### src/rtl/clkdiv_pkg.sv
package clkdiv_pkg;
  localparam int DIV_W    = 6;
  localparam int STOP_BIT = 8;

  typedef enum logic [2:0] {
    OP_WRITE   = 3'd0,
    OP_SET_DIV = 3'd1,
    OP_SET_SRC = 3'd2,
    OP_START   = 3'd3,
    OP_HALT    = 3'd4
  } op_e;
endpackage

### src/rtl/clkdiv_regs.sv
module clkdiv_regs
  import clkdiv_pkg::*;
#(
  parameter int REG_W       = 32,
  parameter int SRC_SHIFT   = 12,
  parameter int SRC_W       = 2,
  parameter int NUM_PARENTS = 3
) (
  input  logic             clk_i,
  input  logic             rst_ni,
  input  logic             wr_en_i,
  input  logic [2:0]       op_i,
  input  logic [REG_W-1:0] wdata_i,
  output logic [REG_W-1:0] reg_o,
  output logic [DIV_W-1:0] div_o,
  output logic [SRC_W-1:0] src_o,
  output logic             run_o,
  output logic             sel_err_o
);
  localparam logic [REG_W-1:0] DIV_MASK  = REG_W'((1 << DIV_W) - 1);
  localparam logic [REG_W-1:0] STOP_MASK = REG_W'(1) << STOP_BIT;
  localparam logic [REG_W-1:0] SRC_MASK  = REG_W'((1 << SRC_W) - 1) << SRC_SHIFT;
  localparam logic [REG_W-1:0] RST_VAL   = STOP_MASK | DIV_MASK;

  logic [REG_W-1:0] reg_q, reg_d;
  logic             err_q, err_d;
  logic [SRC_W-1:0] full_src, op_src;
  op_e              op;

  assign op       = op_e'(op_i);
  assign full_src = wdata_i[SRC_SHIFT +: SRC_W];
  assign op_src   = wdata_i[SRC_W-1:0];

  always_comb begin
    reg_d = reg_q;
    err_d = 1'b0;
    if (wr_en_i) begin
      case (op)
        OP_WRITE: begin
          reg_d = wdata_i;
          if (int'(full_src) >= NUM_PARENTS) begin
            reg_d = (wdata_i & ~SRC_MASK) | (reg_q & SRC_MASK);
            err_d = 1'b1;
          end
        end
        OP_SET_DIV: reg_d = (reg_q & ~DIV_MASK) | (wdata_i & DIV_MASK);
        OP_SET_SRC: begin
          if (int'(op_src) >= NUM_PARENTS) err_d = 1'b1;
          else reg_d = (reg_q & ~SRC_MASK) | (REG_W'(op_src) << SRC_SHIFT);
        end
        OP_START: reg_d = reg_q & ~STOP_MASK;
        OP_HALT:  reg_d = reg_q | STOP_MASK | DIV_MASK;
        default:  reg_d = reg_q;
      endcase
    end
  end

  always_ff @(posedge clk_i or negedge rst_ni) begin
    if (!rst_ni) begin
      reg_q <= RST_VAL;
      err_q <= 1'b0;
    end else begin
      reg_q <= reg_d;
      err_q <= err_d;
    end
  end

  assign reg_o     = reg_q;
  assign div_o     = reg_q[DIV_W-1:0];
  assign src_o     = reg_q[SRC_SHIFT +: SRC_W];
  // stop is ignored with a zero divide field
  assign run_o     = !(reg_q[STOP_BIT] && (reg_q[DIV_W-1:0] != '0));
  assign sel_err_o = err_q;

  a_r7_src_in_range: assert property (@(posedge clk_i) disable iff (!rst_ni)
    int'(src_o) < NUM_PARENTS);

  a_r5_halt_forces: assert property (@(posedge clk_i) disable iff (!rst_ni)
    (wr_en_i && op == OP_HALT) |=> (reg_o[STOP_BIT] && (div_o == '1)));

  a_r8_div_op_keeps: assert property (@(posedge clk_i) disable iff (!rst_ni)
    (wr_en_i && op == OP_SET_DIV) |=> ((reg_o & ~DIV_MASK) == $past(reg_o & ~DIV_MASK)));
endmodule

### src/rtl/clkdiv_counter.sv
module clkdiv_counter
  import clkdiv_pkg::*;
#(
  parameter int SRC_W       = 2,
  parameter int NUM_PARENTS = 3
) (
  input  logic                   clk_i,
  input  logic                   rst_ni,
  input  logic                   run_i,
  input  logic [DIV_W-1:0]       div_i,
  input  logic [SRC_W-1:0]       src_i,
  input  logic [NUM_PARENTS-1:0] parent_tick_i,
  output logic                   en_o
);
  logic [DIV_W-1:0] cnt_q, act_div_q, lim;
  logic [SRC_W-1:0] act_src_q, cur_src;
  logic             fresh_q, en_q, sel_tick, hit;

  // first period after a stop uses the live settings
  assign lim     = fresh_q ? div_i : act_div_q;
  assign cur_src = fresh_q ? src_i : act_src_q;

  always_comb begin
    sel_tick = 1'b0;
    for (int i = 0; i < NUM_PARENTS; i++)
      if (cur_src == SRC_W'(i)) sel_tick = parent_tick_i[i];
  end

  assign hit = sel_tick && (cnt_q == lim);

  always_ff @(posedge clk_i or negedge rst_ni) begin
    if (!rst_ni) begin
      cnt_q     <= '0;
      act_div_q <= '1;
      act_src_q <= '0;
      fresh_q   <= 1'b1;
      en_q      <= 1'b0;
    end else if (!run_i) begin
      cnt_q   <= '0;
      fresh_q <= 1'b1;
      en_q    <= 1'b0;
    end else begin
      en_q <= hit;
      if (sel_tick) begin
        fresh_q <= 1'b0;
        if (hit) begin
          cnt_q     <= '0;
          act_div_q <= div_i;
          act_src_q <= src_i;
        end else begin
          cnt_q     <= cnt_q + 1'b1;
          act_div_q <= lim;
          act_src_q <= cur_src;
        end
      end
    end
  end

  assign en_o = en_q;

  a_r3_stop_silent: assert property (@(posedge clk_i) disable iff (!rst_ni)
    !run_i |=> !en_o);

  a_r2_pulse_on_tick: assert property (@(posedge clk_i) disable iff (!rst_ni)
    $rose(en_o) |-> ($past(sel_tick) && $past(run_i)));

  a_r9_cnt_bound: assert property (@(posedge clk_i) disable iff (!rst_ni)
    !fresh_q |-> (cnt_q <= act_div_q));
endmodule

### src/rtl/clkdiv_chan.sv
module clkdiv_chan
  import clkdiv_pkg::*;
#(
  parameter int REG_W       = 32,
  parameter int SRC_SHIFT   = 12,
  parameter int SRC_W       = 2,
  parameter int NUM_PARENTS = 3
) (
  input  logic                   clk_i,
  input  logic                   rst_ni,
  input  logic                   wr_en_i,
  input  logic [2:0]             op_i,
  input  logic [REG_W-1:0]       wdata_i,
  input  logic [NUM_PARENTS-1:0] parent_tick_i,
  output logic [REG_W-1:0]       rdata_o,
  output logic                   en_o,
  output logic                   sel_err_o
);
  logic [DIV_W-1:0] div;
  logic [SRC_W-1:0] src;
  logic             run;

  clkdiv_regs #(
    .REG_W(REG_W), .SRC_SHIFT(SRC_SHIFT), .SRC_W(SRC_W), .NUM_PARENTS(NUM_PARENTS)
  ) u_regs (
    .clk_i(clk_i), .rst_ni(rst_ni), .wr_en_i(wr_en_i), .op_i(op_i), .wdata_i(wdata_i),
    .reg_o(rdata_o), .div_o(div), .src_o(src), .run_o(run), .sel_err_o(sel_err_o)
  );

  clkdiv_counter #(
    .SRC_W(SRC_W), .NUM_PARENTS(NUM_PARENTS)
  ) u_counter (
    .clk_i(clk_i), .rst_ni(rst_ni), .run_i(run), .div_i(div), .src_i(src),
    .parent_tick_i(parent_tick_i), .en_o(en_o)
  );

  a_r4_zero_div_pulses: assert property (@(posedge clk_i) disable iff (!rst_ni)
    (div == '0 && $past(div) == '0 && $past(run) && parent_tick_i[src] && $past(parent_tick_i[src])
     && src == $past(src)) |=> en_o);
endmodule

### config.mk
export PLATFORM = sky130hd
export DESIGN_NAME = clkdiv_chan
export DESIGN_NICKNAME = d
export VERILOG_FILES = /design/src/rtl/clkdiv_pkg.sv /design/src/rtl/clkdiv_regs.sv /design/src/rtl/clkdiv_counter.sv /design/src/rtl/clkdiv_chan.sv
export SDC_FILE = /design/constraint.sdc
export NUM_CORES = 1
export LEC_CHECK = 0
export BUFFER_PORTS_ARGS = -buffer_cell sky130_fd_sc_hd__buf_4
export CAP_MARGIN = 15
export CORE_ASPECT_RATIO = 1.1
export CORE_MARGIN = 4
export CORE_UTILIZATION = 35
export DETAILED_ROUTE_END_ITERATION = 8
export PLACE_DENSITY = 0.61
export SLEW_MARGIN = 20
export SYNTH_ARGS = -nofsm -noshare
export SYNTH_HDL_FRONTEND = slang
export SYNTH_SLANG_ARGS = --single-unit
### constraint.sdc
create_clock -name clk_i -period 2.8 [get_ports clk_i]
set_clock_uncertainty 0.2 [all_clocks]
set_input_delay 0.42 -clock clk_i [delete_from_list [all_inputs] [get_ports clk_i]]
set_output_delay 0.42 -clock clk_i [all_outputs]
set_load 0.01 [all_outputs]
After elaboration in Yosys (flattened, before gate mapping):

Cells that the tools add are included.

* register bits: 49
* latch bits: 0
* RAM bits: 0
* bits in read-only memories: 0
* input bits: 41
* output and inout bits: 34
* word-level logic and storage cells: 59
* memories kept: 0

* add/sub/neg operators: 1
* multipliers: 0
* div/mod/pow operators: 0
* order comparisons: 2
* equality and inequality tests: 8
* shift-type cells: 0
* mux-type cells: 20
* bitwise logic cells: 6
* reduce and logical (&&, ||, !) cells: 13

Operator list (number)
* $pmux 32 s5: 1
* $mux 32: 2
* $or 32x14->32: 2
* $or 32x6->32: 1
* $mux 6: 5
* $mux 1: 9
* $add 6x1->6 const B: 1
* $eq 3x2->1 const B: 2
* $eq 6x6->1: 1
* $reduce_bool 6->1: 1
* $reduce_and 5->1: 1
* $reduce_bool 5->1: 1
* $ge 2x2->1 const B: 2
* $mux 2: 2
* $reduce_and 4->1: 1
* $reduce_bool 4->1: 1
* $eq 3x1->1 const B: 1
* $eq 3x3->1 const B: 1
* $logic_not 3->1: 1
* $not 1->1: 3
* $reduce_and 3->1: 1
* $reduce_bool 3->1: 1
* $eq 2x1->1 const B: 1
* $eq 2x2->1 const B: 1
* other kinds (6): 7

Longest topological paths before layout:

* depth in word-level cells: 9
* depth in mapped cells: 7
* depth with buffers taken out: 5

Hierarchy:

From an unflattened synthesis, not the netlist that was laid out.

* cells, all modules: 191
* area, all modules: 2377.3 µm²

Modules (own cells, without submodules)
* clkdiv_regs: instances 1, cells each 107, area each 1457.6 µm², sequential area each 834.6 µm²
* clkdiv_counter: instances 1, cells each 84, area each 919.6 µm², sequential area each 409.1 µm²

Worst setup path before layout:

OpenSTA, ideal clock, no wires.

* path type: reg-to-reg
* start point: reg u_regs.reg_q[3], in the netlist u_regs.reg_o[3]
* end point: reg u_counter.act_src_q[1]
* library setup time: 0.128 ns
* arrival: 2.102 ns
* required time: 2.472 ns
* path slack: 0.371 ns
* stages on the path, launching flop included: 6
* path buffers: 0
* clock period less this slack: 2.429 ns
* path through: dfstp_2 or4_1 o31ai_2 nand3_2 a211oi_4 mux2_1

* word-level cells in the longest chain between the ends: 4
* elaborated cells on any way between the ends: 8
* classes of those cells: 1 x eq/ne; 2 x mux; 1 x bitwise; 4 x reduce/logical

RTL lines
* start, declared: RTL line clkdiv_regs.sv:25 `logic [REG_W-1:0] reg_q, reg_d;`
* start signal, assigned: RTL line clkdiv_regs.sv:63 `reg_q <= reg_d;`
* $mux 6 or $reduce_bool 6->1 (tied branches): RTL line clkdiv_counter.sv:20, clkdiv_regs.sv:72
* $eq 6x6->1 or $logic_and 1x1->1 (tied branches): RTL line clkdiv_counter.sv:29, clkdiv_regs.sv:72
* $logic_and 1x1->1 or $not 1->1 (tied branches)
* $mux 2 or $reduce_and 2->1 (tied branches)
* end signal, assigned: RTL line clkdiv_counter.sv:49 `act_src_q <= src_i;`
* end signal, assigned: RTL line clkdiv_counter.sv:53 `act_src_q <= cur_src;`
* end, declared: RTL line clkdiv_counter.sv:16 `logic [SRC_W-1:0] act_src_q, cur_src;`

Several ways; a longest one is shown, not always the timed one.
A chain may end at the register's enable or synchronous reset.

Final worst setup path:

Same ends and word-level chain as after synthesis.

==> out/qor.json <==
{
  "status": "completed",
  "powerDensity_nw_per_um2": 833,
  "clk_root_buffer_cell": "clkbuf_8",
  "cts_made_buffers": 5,
  "route.antenna.remaining_nets": 0,
  "gp_routability_congestion": 0.794,
  "crit_arrival_ns": 2.56,
  "io-pin-count": 75,
  "cell_internal_pwr_mw": 1.74,
  "final_max_slew_viol_count": 0,
  "number_of_synthesized_flops_with_an_enable_pin": 0,
  "crit_family": "compound AO/OA/AOI/OAI gates",
  "final_layout_size_suffix_gt1_share_pct": 50.2,
  "num-fill-cells": 585,
  "leakage_nw": 1.37,
  "cells_along_the_critical_path": "or4_1 -> o31ai_2 -> nand3_2 -> a211oi_4 -> mux2_1",
  "holdCritPathClass": "input pin to flop",
  "std_cell_rows": 30,
  "drcViolationCount": 0,
  "firstDrtPassIters": 4,
  "tns_ns": 0,
  "clock_path_buffers": 2,
  "clock_sink_count": 49,
  "die_footprint_um2": 7900,
  "layout.cells.most_common_list": "buf_4, dfrtp_1, mux2_2",
  "grt_pass1_wl_um": 8670,
  "slew_worst_pin_ns": 0.605,
  "routed_wl_um": 5120,
  "final-setup-viol-count": 0,
  "synth.distinct_cells": 37,
  "sequentialPowerShare_pct": 43.6,
  "layout.nets": 306,
  "endpoint_kind": "flop",
  "syn_avg_cell_area_um2": 12.1,
  "cts-resized-gates": 0,
  "insertedDiodeCount": 0,
  "worst-path-buf-inv": 0,
  "yosysSeqAreaShare_pct": 54.3,
  "crit_required_ns": 2.78,
  "routed-via-count": 1733,
  "core_region_area_um2": 6270,
  "syn-num-nets": 231,
  "maxSlewHeadroom_pct": 59.6,
  "grt_pass1_vias": 1803,
  "share_clk_of_total_power_pct": 23.1,
  "power.net_switching_mw": 0.815,
  "final_period_minus_worst_setup_slack_ns": 2.58,
  "maxCapViolCount": 0,
  "max_clock_freq_ghz": 0.387,
  "cts_tree": "yes",
  "start_util_pct": 36.5,
  "globalRouteOverflowTotal": 0,
  "number_of_synthesized_register_bits": 49,
  "place_hpwl_um": 3840,
  "chipWidth_um": 85.1,
  "grt_antenna_before_repair": 0,
  "netlist_area_um2": 2290,
  "postLayoutCoreUtil_pct": 49.0,
  "rsz_0062_raised_after_global_routing": "no",
  "worst_path_max_delay_cell": "or4_1",
  "place_worst_setup_slack_ns": 0.166,
  "critPathKind": "flop to flop",
  "synth-async-reset-ratio_pct": 100,
  "clk_pin_slew_ns": 0.09,
  "clock_latency_ns": 0.30,
  "crit_fanout": 8,
  "postSynth.topFlopCell": "dfrtp_1",
  "final_design_area_no_fill_um2": 3070,
  "mostFrequentLayoutCell": "buf_4",
  "area_delta_synth_final_pct": 34.3,
  "grt_max_degree": 50,
  "combinationalPowerShare_pct": 33.3,
  "netlist_instances": 189,
  "drt-initial-drc-count": 29,
  "gr-usage-all-layers_pct": 13.5,
  "worst_slack_ns": 0.219,
  "wl_per_cell_um": 14.8,
  "cts-htree-levels": 2,
  "critical_path.max_stage_delay_ns": 0.55,
  "critical_path.startpoint_type": "flop",
  "report.final.hold_viol_count": 0,
  "vias_per_cell": 5.02,
  "min_period_over_period_pct": 92.2,
  "ir_worst_vdd_uv": 397,
  "die_height_um": 92.8,
  "switching_share_pct": 31.8,
  "yosys_warnings": 0,
  "io_buffer_count": 74,
  "cts_post_setup_buffers_inserted": 0,
  "placed_area_um2": 2930
}
[layout make-up]
type                    count  area, µm²  share of cell area, %
well taps                  80        100                   3.26
flip-flops and latches     49       1240                   40.5
multi-input cells         126        997                   32.4
clock inverters             3       65.1                   2.12
repair buffers             77        581                   18.9
clock buffers               5       68.8                   2.24
inverters                   5       18.8                  0.611
[path summary, 6_finish.rpt]
check	from	end	slack, ns	cells past startpoint
worst max-delay path	u_regs.reg_o[3]$_DFFE_PN1P_	u_counter.act_src_q[1]$_DFFE_PN0P_	0.22	5
worst min-delay path	op_i[0]	u_regs.sel_err_o$_DFF_PN0_	0.13	2
worst max register to register	u_regs.reg_o[3]$_DFFE_PN1P_	u_counter.act_src_q[1]$_DFFE_PN0P_	0.22	5
worst min register to register	u_regs.reg_o[21]$_DFFE_PN0P_	u_regs.reg_o[21]$_DFFE_PN0P_	0.31	1
max in group asynchronous	rst_ni	u_regs.reg_o[27]$_DFFE_PN0P_	1.53	2
min in group asynchronous	rst_ni	u_counter.en_o$_DFF_PN0_	0.47	2
[metal layers]
layer | vias up | wire [µm] | GRT usage (%) | part of all wire [%]
met3 | 4 | 365 | 4.63 | 7.1
li1 | 835 | - | - | -
met1 | 839 | 2180 | 16.4 | 43
met2 | 55 | 2540 | 22.9 | 50
met4 | 0 | 34 | 3.17 | 0.66
met5 | - | 0 | 0 | 0
[cells by family after synthesis]
| group | count (synthesis) | synth area share (%) |
|---|---|---|
| AOI/OAI and AO/OA | 39 | 13.1 |
| buffers and inverters | 14 | 2.35 |
| xor gates and xnor gates | 6 | 2.30 |
| and+or+nand+nor | 41 | 8.63 |
| adders and majority gates | 1 | 0.546 |
| muxes | 39 | 18.7 |
| DFF | 49 | 54.3 |
[metrics by stage]
| stage | std cells | power [mW] | hold WS [ns] |
|---|---|---|---|
| 2_1_floorplan | 189 | 1.66 | -0.0756 |
| 3_3_place_gp | 336 | 1.98 | 0.281 |
| 3_5_place_dp | 336 | 1.99 | 0.277 |
| 4_1_cts | 345 | 2.60 | 0.113 |
| 5_1_grt | 345 | 2.75 | 0.118 |
| 6_report | 345 | 2.56 | 0.126 |
[synth_stat cells (all sizes together) (4+ instances only)]
cell,instances,share of area [%]
inv,5,0.82
nor3,4,0.87
mux2,31,15
dfstp,14,16
clkbuf,8,1.3
mux2i,8,3.5
xor2,4,1.5
a31oi,4,1.1
nand2,11,1.8
o211ai,9,3.0
nor2,12,2.0
a21oi,7,1.5
o22a,6,2.3
nand3,4,1.1
dfrtp,35,38
[worst register-to-register path: stages, from the launching register on]
cell and delay (ns):
dfstp_2 0.40, or4_1 0.56, o31ai_2 0.35, nand3_2 0.17, a211oi_4 0.42, mux2_1 0.37
[timing repair]
item / 4_1_cts / 5_1_grt
endpoints found under the hold margin: 35 / 0
hold buffers: 1 / 0
setup endpoints to repair: 0 / 2
[state kept, by name, summed over array words and instances (netlist names), named ones only]
register,count
u_counter.act_div_q,6
u_counter.act_src_q,2
u_counter.cnt_q,6
u_counter.en_o,1
u_counter.fresh_q,1
u_regs.reg_o,30
u_regs.sel_err_o,1
[power by group through the flow]
| stage | sequential (mW) | clock [mW] | combinational, mW |
|---|---|---|---|
| after global placement | 1.13 | 0 | 0.852 |
| after CTS | 1.12 | 0.613 | 0.868 |
| final | 1.12 | 0.592 | 0.852 |
| after floorplan | 1.12 | 0 | 0.535 |
| after detailed placement | 1.13 | 0 | 0.862 |
| after global routing | 1.15 | 0.648 | 0.952 |
Power figures use the tool's default switching activity.
